`config.mk`:
```
export PLATFORM = sky130hd
export DESIGN_NAME = core_split_ctrl
export DESIGN_NICKNAME = d
export VERILOG_FILES = /design/src/rtl/csc_pkg.sv /design/src/rtl/csc_req_check.sv /design/src/rtl/csc_mode_fsm.sv /design/src/rtl/csc_thread_map.sv /design/src/rtl/core_split_ctrl.sv
export SDC_FILE = /design/constraint.sdc
export NUM_CORES = 1
export LEC_CHECK = 0
export ABC_AREA = 0
export BUFFER_PORTS_ARGS = -buffer_cell sky130_fd_sc_hd__buf_2
export CORE_MARGIN = 5
export CORE_UTILIZATION = 55
export DETAILED_ROUTE_END_ITERATION = 6
export PLACE_DENSITY = 0.77
export SYNTH_ARGS = -nofsm -noshare
export SYNTH_HDL_FRONTEND = slang
export SYNTH_SLANG_ARGS = --single-unit
```
`constraint.sdc`:
```
create_clock -name clk -period 10.8 [get_ports clk]
set_input_delay 2.16 -clock clk [delete_from_list [all_inputs] [get_ports clk]]
set_output_delay 2.16 -clock clk [all_outputs]
set_load 0.02 [all_outputs]
```
`src/rtl/csc_pkg.sv`:
```
package csc_pkg;
  typedef enum logic [1:0] {
    MODE_ONE  = 2'd0,
    MODE_TWO  = 2'd1,
    MODE_FOUR = 2'd2
  } split_mode_e;

  localparam int unsigned CTRL_W   = 3;
  localparam int unsigned BIT_HOLD = 0;
  localparam int unsigned BIT_REQ2 = 1;
  localparam int unsigned BIT_REQ4 = 2;
endpackage

```
`src/rtl/csc_req_check.sv`:
```
module csc_req_check
  import csc_pkg::*;
(
  input  logic              ctrl_we,
  input  logic [CTRL_W-1:0] ctrl_wdata,
  input  split_mode_e       mode,
  input  logic              busy,
  output logic              split_start,
  output split_mode_e       split_tgt,
  output logic              err_evt
);
  logic want2, want4, any_req, both_req, idle_one;

  always_comb begin
    want2       = ctrl_wdata[BIT_REQ2];
    want4       = ctrl_wdata[BIT_REQ4];
    any_req     = ctrl_we && (want2 || want4);
    both_req    = want2 && want4;
    idle_one    = (mode == MODE_ONE) && !busy;
    split_start = any_req && !both_req && idle_one && ctrl_wdata[BIT_HOLD];
    split_tgt   = want4 ? MODE_FOUR : MODE_TWO;
    err_evt     = any_req && (both_req || !idle_one);
  end
endmodule

```
`src/rtl/csc_mode_fsm.sv`:
```
module csc_mode_fsm
  import csc_pkg::*;
#(
  parameter int unsigned NTHREADS = 8,
  parameter int unsigned SETTLE   = 4
)(
  input  logic              clk,
  input  logic              rst_n,
  input  logic              ctrl_we,
  input  logic [CTRL_W-1:0] ctrl_wdata,
  input  logic [NTHREADS-1:0] nap_i,
  input  logic              split_start,
  input  split_mode_e       split_tgt,
  input  logic              err_evt,
  output split_mode_e       mode_q,
  output logic              pdis_q,
  output logic              busy_q,
  output logic              err_q,
  output logic              unsplit_start,
  output logic              unsplit_abort,
  output logic              commit
);
  localparam int unsigned CW = (SETTLE > 1) ? $clog2(SETTLE) : 1;
  localparam logic [CW-1:0] LOAD = CW'(SETTLE - 1);
  localparam logic [NTHREADS-1:0] T0_BIT = NTHREADS'(1);

  logic [CW-1:0] cnt_q;
  split_mode_e   tgt_q;
  logic          others_nap, merge_ok;

  always_comb begin
    others_nap    = &(nap_i | T0_BIT);
    merge_ok      = (mode_q != MODE_ONE) && !pdis_q && others_nap;
    unsplit_start = !busy_q && merge_ok;
    unsplit_abort = busy_q && (tgt_q == MODE_ONE) && !merge_ok;
    commit        = busy_q && !unsplit_abort && (cnt_q == '0);
  end

  always_ff @(posedge clk or negedge rst_n) begin
    if (!rst_n) begin
      pdis_q <= 1'b0;
      mode_q <= MODE_ONE;
      tgt_q  <= MODE_ONE;
      busy_q <= 1'b0;
      cnt_q  <= '0;
      err_q  <= 1'b0;
    end else begin
      if (ctrl_we) pdis_q <= ctrl_wdata[BIT_HOLD];
      if (err_evt) err_q <= 1'b1;
      if (!busy_q) begin
        if (split_start) begin
          busy_q <= 1'b1;
          cnt_q  <= LOAD;
          tgt_q  <= split_tgt;
        end else if (unsplit_start) begin
          busy_q <= 1'b1;
          cnt_q  <= LOAD;
          tgt_q  <= MODE_ONE;
        end
      end else if (unsplit_abort) begin
        busy_q <= 1'b0;
      end else if (commit) begin
        mode_q <= tgt_q;
        busy_q <= 1'b0;
      end else begin
        cnt_q <= cnt_q - 1'b1;
      end
    end
  end
endmodule

```
`src/rtl/csc_thread_map.sv`:
```
module csc_thread_map
  import csc_pkg::*;
#(
  parameter int unsigned NTHREADS = 8,
  parameter int unsigned SUBW     = 2
)(
  input  split_mode_e                    mode,
  output logic [NTHREADS*SUBW-1:0]       sub_idx_o,
  output logic [NTHREADS*NTHREADS-1:0]   sib_mask_o
);
  function automatic int unsigned group_size(split_mode_e m);
    case (m)
      MODE_TWO:  return NTHREADS / 2;
      MODE_FOUR: return NTHREADS / 4;
      default:   return NTHREADS;
    endcase
  endfunction

  function automatic logic [SUBW-1:0] sub_of(int unsigned tid, split_mode_e m);
    return SUBW'(tid / group_size(m));
  endfunction

  function automatic logic [NTHREADS-1:0] mask_of(int unsigned tid, split_mode_e m);
    int unsigned gs;
    logic [NTHREADS-1:0] ones;
    gs   = group_size(m);
    ones = {NTHREADS{1'b1}} >> (NTHREADS - gs);
    return ones << ((tid / gs) * gs);
  endfunction

  for (genvar g = 0; g < NTHREADS; g++) begin : g_thr
    assign sub_idx_o[g*SUBW +: SUBW]         = sub_of(g, mode);
    assign sib_mask_o[g*NTHREADS +: NTHREADS] = mask_of(g, mode);
  end
endmodule

```
`src/rtl/core_split_ctrl.sv`:
```
module core_split_ctrl
  import csc_pkg::*;
#(
  parameter int unsigned NTHREADS = 8,
  parameter int unsigned SETTLE   = 4
)(
  input  logic                           clk,
  input  logic                           rst_n,
  input  logic                           ctrl_we,
  input  logic [2:0]                     ctrl_wdata,
  input  logic [NTHREADS-1:0]            nap_i,
  output logic                           pdis_o,
  output logic                           stat_two_o,
  output logic                           stat_four_o,
  output logic                           busy_o,
  output logic                           err_o,
  output logic [NTHREADS*2-1:0]          sub_idx_o,
  output logic [NTHREADS*NTHREADS-1:0]   sib_mask_o
);
  localparam int unsigned SUBW = 2;

  split_mode_e mode_q, split_tgt;
  logic split_start, err_evt, unsplit_start, unsplit_abort, commit;

  csc_req_check u_req (
    .ctrl_we     (ctrl_we),
    .ctrl_wdata  (ctrl_wdata),
    .mode        (mode_q),
    .busy        (busy_o),
    .split_start (split_start),
    .split_tgt   (split_tgt),
    .err_evt     (err_evt)
  );

  csc_mode_fsm #(.NTHREADS(NTHREADS), .SETTLE(SETTLE)) u_fsm (
    .clk           (clk),
    .rst_n         (rst_n),
    .ctrl_we       (ctrl_we),
    .ctrl_wdata    (ctrl_wdata),
    .nap_i         (nap_i),
    .split_start   (split_start),
    .split_tgt     (split_tgt),
    .err_evt       (err_evt),
    .mode_q        (mode_q),
    .pdis_q        (pdis_o),
    .busy_q        (busy_o),
    .err_q         (err_o),
    .unsplit_start (unsplit_start),
    .unsplit_abort (unsplit_abort),
    .commit        (commit)
  );

  csc_thread_map #(.NTHREADS(NTHREADS), .SUBW(SUBW)) u_map (
    .mode       (mode_q),
    .sub_idx_o  (sub_idx_o),
    .sib_mask_o (sib_mask_o)
  );

  assign stat_two_o  = (mode_q == MODE_TWO);
  assign stat_four_o = (mode_q == MODE_FOUR);
endmodule

```
==> impl_metrics.toml, run 1 <==
[worst_setup_path]
r2r-end = "u_fsm.cnt_q[0]"
crit_path_max_incr_delay_ps = 590
startpoint = "u_fsm.mode_q[0]"
crit_fanout = 55
critical_path_class = "flip-flop to output pin"
reg2reg_slack_ps = 8610
crit_chain = "inv_1 > ha_1 > or2b_2 > inv_4 > or3_1 > or2_1 > and2_1 > inv_1 > fa_1 > inv_1 > ha_1 > ha_1 > fa_1 > nor4_1 > o21ai_0 > nor4_1 > nand4_1 > or4_1 > nor4_1 > o2111ai_1 > nor4_1 > and4_1 > buf_2"
worst-path-buf-inv = 5
rr_startpoint = "u_fsm.mode_q[0]"
cp_data_arrival_time_ps = 7630
required_ps = 8640
path_depth = 23
end_kind = "output pin"
slowest_stage = "and2_1"
cp-endpoint = "sib_mask_o[1]"
ff2ff_path_depth = 9
cp_common_cell = "nor4_1"
cp-start-kind = "flip-flop"
cp_top_family = "simple AND/OR/NAND/NOR gates"

[clock_tree]
cts-root-buf = "clkbuf_16"
cts_sinks = 9
post_cts_resized = 0
cts_tree = "done"
cts_inserted_buffers = 3
clk_path_buf_depth = 2
insertion_delay_ps = 230
h-tree-depth = 1
cts_setup_buffers = 0
ctsHoldBuffers = 0
cts.reportedPaths.clkPinSlew_ps = 40

[yosys]
netlist.top_cell.by_area = "ha_1"
yosysWarnings = 0
synth.most_common_cell = "inv_1"
yosysSeqAreaShare_pct = 3.21
netlist.area_leader.share_pct = 21.9
ys_top_cells_by_count = "176 x inv_1, 131 x nand2_1, 123 x ha_1"
ys_async_sr_fraction_pct = 100
ys_ff_latch = 9
synth_cell_type_count = 66
ys.flop_type = "dfrtp_1"
netlist_area_um2 = 7010
ys_top_cells_by_area = "ha_1 22%, fa_1 17%, inv_1 9.4%, buf_4 7.1%, nand2_1 7.0%"
syn_inst = 963
avgSynthCellArea_um2 = 7.28
synth_edf_count = 0

[finish]
stdcell_count = 1170
drive_gt1_share_pct = 11.4
n_antenna_cell = 0
final_core_util_pct = 58.2
layout-area-overhead-vs-synth_pct = 4.21
fin_nets = 1194

[placement]
io_buffers = 97
dp_hpwl_um = 11700
place_congestion = 1.01
dp.cells = 1166

[global_route]
grt_usage_pct = 19.7
antenna_found_initial = 0
grt_pass1_vias = 5888
grt_overflow = 0
grt_max_degree = 85
grt_pass1_wl_um = 25800

[sta]
slew_violations = 0
worstMarginPinSlew_ps = 840
setup_viol = 0
fin_crit_sh_pct = 90.6
whs_ps = 500
hold_viol_final = 0
rsz0062_at_grt = "no"
timing.setup.tns_ps = 0
clock_skew_ps = 2.33
slew_headroom_pct = 42.6
max_freq_ghz = 0.102
fin_crit_ps = 9790

[detailed_routing]
ant_nets = 0
dr.pass1.iters = 5
viasPerCell = 5.38
dr.first_iter.drc_count = 422
wl_um = 14400
vias = 6293
wire_per_inst_um = 12.3
drc = 0

[die]
coreArea_um2 = 12600
dieArea_um2 = 15100
start_util_pct = 55.8
die_w_um = 123
num_io_pins = 99
die_h_um = 123
rows = 41

[hold_path]
hold_class = "flip-flop to flip-flop"
holdCritStartpoint = "u_fsm.err_q"

[run_status]
status = "finished clean"

[run]
drv_cap = 0
state kept, by name, summed over array words and instances (netlist names):
register,flops
u_fsm.busy_q,1
u_fsm.cnt_q,2
u_fsm.err_q,1
u_fsm.mode_q,2
u_fsm.pdis_q,1
u_fsm.tgt_q,2
cells in the final DEF (no fill, tap or decap), types with 7 or more instances in the layout:
cell type,count
a21oi_1,31
ha_1,122
nand2_1,131
a21o_1,9
nor4_1,8
nand2b_1,9
nor3b_1,7
inv_1,176
o21ai_0,65
xnor2_1,18
o211ai_1,7
nor2_1,55
o21a_1,11
conb_1,28
nor3_1,13
dfrtp_1,9
mux2i_1,7
nand3_1,10
fa_1,58
buf_2,97
a211oi_1,7
worst min-delay path by stage:
| stage | slack [ps] | to | cells after the start |
|---|---|---|---|
| 6_report | 500 | u_fsm.err_q | 1 |
| 5_1_grt | 530 | u_fsm.err_q | 1 |
| 4_1_cts | 500 | u_fsm.err_q | 1 |
| 3_5_place_dp | 440 | u_fsm.err_q | 1 |
| 3_3_place_gp | 440 | u_fsm.err_q | 1 |
| 2_1_floorplan | 480 | u_fsm.cnt_q[1] | 2 |
through the flow:
step	instance area [um^2]	setup WS [ps]
2_1_floorplan	7110	612
3_3_place_gp	7230	1410
3_5_place_dp	7230	1270
4_1_cts	7310	1000
5_1_grt	7310	467
6_report	7310	1010
kinds of logic (layout without fill, tap and decap cells):
| family | count (synthesis) | in the layout | synth area share, % |
|---|---|---|---|
| XOR/XNOR | 24 | 24 | 3.00 |
| buffers and inverters | 275 | 284 | 18.4 |
| flip-flops | 9 | 9 | 3.21 |
| multiplexers | 7 | 7 | 0.999 |
| AO/OA/AOI/OAI | 191 | 191 | 17.8 |
| AND/OR/NAND/NOR | 273 | 273 | 17.8 |
| adder cells (fa/ha/maj) | 182 | 182 | 38.6 |
| other | 2 | 28 | 0.107 |
worst reg2reg max path: stages (launching register included):
cell and delay [ps]:
dfrtp_1 400, inv_1 100, ha_1 230, nor2_1 110, nand2_1 50, nor3_1 480
nor3_1 80, o21ai_0 310, o31ai_1 170, a21oi_1 180
metal layers:
metal / track usage, % / vias up / share of wire [%]
met2: 33.0 / 191 / 44
met4: 1.89 / 0 / 0.53
met3: 0.549 / 12 / 5.9
met5: 0 / - / 0
met1: 29.6 / 2916 / 50
li1: - / 3174 / -
final cells by class:
| class | instances | area [um^2] |
|---|---|---|
| Fill cell | 1198 | 5260 |
| Multi-Input combinational cell | 705 | 5600 |
| Timing Repair Buffer | 102 | 523 |
| Sequential cell | 9 | 225 |
| Inverter | 178 | 671 |
| Clock buffer | 4 | 78.8 |
| Tap cell | 172 | 215 |
Power of run 1 is not shown: default switching activity piles up to over one toggle a cycle in this logic, so the estimate is an artifact.
==> inputs of run 2 (changes only) <==
RECOVER_POWER = 100   (was default)
clock period = 9.45 ns   (was 10.8 ns; I/O delays follow)
==> run 2 against run 1 <==
Design area down 1.1%; register-to-register slack got worse by 1300 ps; sequential share of layout area hardly changed; first-iteration DRC count down 28%; via count decreased by 0.52%; die area stayed put; routed wire length barely moved; worst hold slack lost 38 ps; clock-buffer cell count unchanged; final cell count is 0.26% higher; global-route usage decreased by 0.30 points; critical path depth unchanged.
==> impl_metrics.toml, run 2 (synthesis gave the netlist of run 1 again) <==
[clock_tree]
cts_setup_buffers = 0
cts-root-buf = "clkbuf_16"
cts_tree = "done"
cts_inserted_buffers = 3
h-tree-depth = 1
cts_sinks = 9
clk_path_buf_depth = 2
insertion_delay_ps = 230
cts.reportedPaths.clkPinSlew_ps = 40

[hold_path]
hold_class = "flip-flop to flip-flop"
holdCritStartpoint = "u_fsm.err_q"

[worst_setup_path]
crit_path_max_incr_delay_ps = 640
end_kind = "output pin"
required_ps = 7560
cp_common_cell = "ha_1"
cp-start-kind = "flip-flop"
cp_data_arrival_time_ps = 7000
crit_fanout = 40
startpoint = "u_fsm.mode_q[0]"
slowest_stage = "a2111oi_0"
crit_chain = "inv_1 > ha_1 > inv_2 > ha_1 > or3_1 > or2_1 > buf_4 > and2_1 > fa_1 > ha_1 > ha_1 > fa_1 > a211o_1 > a2111oi_0 > o21a_1 > o21a_1 > nor3b_1 > o2111ai_1 > nor4_1 > o2111ai_1 > nor4_1 > and4_1 > clkbuf_2"
rr_startpoint = "u_fsm.mode_q[0]"
worst-path-buf-inv = 4
critical_path_class = "flip-flop to output pin"
cp_top_family = "adder cells"

[detailed_routing]
dr.pass1.iters = 5
wl_um = 14500
dr.first_iter.drc_count = 305
vias = 6260
drc = 0
ant_nets = 0
viasPerCell = 5.34
wire_per_inst_um = 12.3

[die]
dieArea_um2 = 15100
die_w_um = 123
die_h_um = 123
start_util_pct = 55.8
coreArea_um2 = 12600
rows = 41
num_io_pins = 99

[sta]
fin_crit_ps = 8890
fin_crit_sh_pct = 94.1
slew_violations = 0
rsz0062_at_grt = "no"
slew_headroom_pct = 48.9
max_freq_ghz = 0.112
clock_skew_ps = 1.20
hold_viol_final = 0
setup_viol = 0
timing.setup.tns_ps = 0
worstMarginPinSlew_ps = 766

[finish]
drive_gt1_share_pct = 3.70
fin_nets = 1197
multi_input_area_um2 = 5600
top_regs = "u_fsm.cnt_q (2), u_fsm.mode_q (2), u_fsm.tgt_q (2)"
n_antenna_cell = 0
layout-area-overhead-vs-synth_pct = 3.07
final_common_cell = "inv_1"
layout_common_cells = "176 x inv_1, 131 x nand2_1, 122 x ha_1"
final-seq-area_um2 = 225
nFillCells = 1248

[global_route]
grt_overflow = 0
grt_usage_pct = 19.4
grt_max_degree = 71
grt_pass1_vias = 5809
antenna_found_initial = 0
grt_pass1_wl_um = 25200

[run]
drv_cap = 0

[placement]
dp_hpwl_um = 12000
io_buffers = 97
place_congestion = 1.01

[run_status]
status = "finished clean"
-- run 2: cell count changes in the layout (fill, tap and decap cells not counted), sizes merged --
cell and delta:
clkbuf +81, buf -78
-- run 2: timing repair --
action,in CTS,in global routing
resized for setup,0,1
hold buffers,0,0
setup endpoints to repair,0,2
-- run 2: per-layer routing --
layer  track usage (%)  vias up  wire length (um)
met3             0.915       14               928
met4              2.73        0               129
li1                  -     3188                 -
met2              33.1      196              6400
met5                 0        -                 0
met1              28.0     2862              7000
-- run 2: worst paths after layout --
kind	endpoint	slack (ps)	cells past startpoint
worst max-delay path	sib_mask_o[1]	560	23
worst max register to register	u_fsm.cnt_q[1]	7270	9
worst min register to register	u_fsm.err_q	460	1
worst min-delay path	u_fsm.err_q	460	1
min in group asynchronous	u_fsm.tgt_q[0]	1620	1
max in group asynchronous	u_fsm.tgt_q[1]	7480	1
-- run 2: area by class of cell --
class / count / share of cell area (%)
clock buffer: 4 / 1.09
inverter: 178 / 9.28
multi-input combinational: 705 / 77.4
sequential: 9 / 3.12
tap: 172 / 2.98
timing repair buffer: 105 / 6.13
-- run 2: metrics by stage --
stage	hold slack [ps]	worst slack (ps)	util [%]	area (um^2)	instances
2_1_floorplan	484	35.1	-	7110	989
3_3_place_gp	448	720	57.7	7250	1169
3_5_place_dp	448	556	57.7	7250	1169
4_1_cts	459	316	58.3	7330	1173
5_1_grt	491	45.1	57.5	7230	1173
6_report	462	558	57.5	7230	1173
Power of run 2 is left out for the same reason.
==> inputs of run 3 (changes only) <==
CELL_PAD_IN_SITES_DETAIL_PLACEMENT = 1   (was default)
CELL_PAD_IN_SITES_GLOBAL_PLACEMENT = 2   (was default)
CORE_UTILIZATION = 35   (was 55)
PLACE_DENSITY = default   (was 0.77)
PLACE_DENSITY_LB_ADDON = 0.1   (was default)
==> run 3 against run 2 <==
Die area up 52%; register-to-register slack about the same; sequential cell count unchanged; worst setup slack worse by 86 ps; routed wire length up 29%.
==> impl_metrics.toml, run 3 (synthesis gave the netlist of run 1 again) <==
[global_route]
grt_pass1_vias = 6473
grt_usage_pct = 16.3
antenna_found_initial = 0
grt_max_degree = 84
grt_pass1_wl_um = 31200
grt_overflow = 0

[worst_setup_path]
ff2ff_path_depth = 9
cp_top_family = "simple AND/OR/NAND/NOR gates"
end_kind = "output pin"
crit_path_max_incr_delay_ps = 530
required_ps = 7560
crit_fanout = 40
path_depth = 22
cp_data_arrival_time_ps = 7090
crit_chain = "inv_1 > ha_1 > buf_4 > ha_1 > or3_1 > or2_1 > buf_4 > and2_1 > fa_1 > ha_1 > ha_1 > fa_1 > nor4_1 > o21ai_0 > nor4_1 > nand4_1 > or4_1 > nor4_1 > o2111ai_1 > nor4_1 > and4_1 > buf_2"
slowest_stage = "or4_1"
cp-start-kind = "flip-flop"
critical_path_class = "flip-flop to output pin"
worst-path-buf-inv = 4

[clock_tree]
cts_inserted_buffers = 3
cts_tree = "done"
cts-root-buf = "clkbuf_16"
h-tree-depth = 1
cts_sinks = 9
clk_path_buf_depth = 2
cts_setup_buffers = 0
insertion_delay_ps = 240
cts.reportedPaths.clkPinSlew_ps = 40

[placement]
dp_hpwl_um = 15500
io_buffers = 97
place_congestion = 0.819

[detailed_routing]
ant_nets = 0
wire_per_inst_um = 14.7
dr.first_iter.drc_count = 175
wl_um = 18600
drc = 0
viasPerCell = 4.96
dr.pass1.iters = 4
vias = 6292

[sta]
setup_viol = 0
slew_violations = 0
fin_crit_ps = 8980
slew_headroom_pct = 43.7
rsz0062_at_grt = "no"
clock_skew_ps = 1.64
hold_viol_final = 0
max_freq_ghz = 0.111
worstMarginPinSlew_ps = 833
fin_crit_sh_pct = 95.0
timing.setup.tns_ps = 0

[finish]
layout_common_cells = "176 x inv_1, 131 x nand2_1, 122 x ha_1"
top_regs = "u_fsm.cnt_q (2), u_fsm.mode_q (2), u_fsm.tgt_q (2)"
fin_nets = 1199
final_common_cell = "inv_1"
layout-area-overhead-vs-synth_pct = 4.98
n_antenna_cell = 0
multi_input_area_um2 = 5600
drive_gt1_share_pct = 3.99
final-seq-area_um2 = 225
nFillCells = 2594

[die]
die_h_um = 152
start_util_pct = 35.8
rows = 51
die_w_um = 152
num_io_pins = 99
coreArea_um2 = 19600
dieArea_um2 = 23000

[run_status]
status = "finished clean"

[hold_path]
hold_depth = 1
hold_class = "flip-flop to flip-flop"

[run]
drv_cap = 0
[run 3: cell count changes in the layout (fill, tap and decap cells not counted)]
cell	before	now
and2_2	1	0
buf_2	17	18
a2111oi_0	3	2
buf_4	7	9
clkbuf_2	1	2
and2_1	2	3
clkbuf_1	81	79
a2111oi_1	0	1
[run 3: area by class of cell]
class / count / share of cell area, %
multi-input combinational: 705 / 76.0
inverter: 178 / 9.11
timing repair buffer: 107 / 6.25
tap: 265 / 4.50
sequential: 9 / 3.06
clock buffer: 4 / 1.07
[run 3: worst paths after layout]
path,start,end,slack (ps)
setup / recovery,u_fsm.mode_q[0],sib_mask_o[1],470
hold / removal,u_fsm.err_q,u_fsm.err_q,450
setup reg to reg,u_fsm.mode_q[0],u_fsm.cnt_q[0],7280
hold reg to reg,u_fsm.err_q,u_fsm.err_q,450
max in group asynchronous,rst_n,u_fsm.cnt_q[1],7470
min in group asynchronous,rst_n,u_fsm.mode_q[1],1610
[run 3: timing repair]
item | in CTS | in global routing
endpoints found under the setup margin | 0 | 2
resized for setup | 0 | 1
endpoints found under the hold margin | 0 | 0
hold buffers | 0 | 0
[run 3: stage by stage]
step | setup WS, ps | area, um^2 | hold slack, ps | cells | util, %
finish | 472 | 7360 | 453 | 1268 | 37.6
detailed placement | 669 | 7380 | 440 | 1264 | 37.7
global route | 8.73 | 7360 | 496 | 1268 | 37.6
CTS | 386 | 7460 | 457 | 1268 | 38.1
global placement | 743 | 7380 | 438 | 1264 | 37.7
floorplan | 35.1 | 7110 | 484 | 989 | -
[run 3: worst register-to-register path, stage by stage (launching register included)]
cell and delay (ps):
dfrtp_1 390, inv_1 100, ha_1 240, nor2_1 110
nand2_1 70, nor3_1 460, nor3_1 80, o21ai_0 300
o31ai_1 190, a21oi_1 170
[run 3: layer usage]
layer / vias up / wire (um) / GRT usage, % / share of wire (%)
met2: 111 / 8250 / 27.8 / 44
met4: 0 / 27 / 0.674 / 0.14
li1: 3176 / - / - / -
met5: - / 0 / 0 / 0
met1: 3002 / 9590 / 24.1 / 51
met3: 3 / 757 / 0.744 / 4.1
Power of run 3 is left out for the same reason.
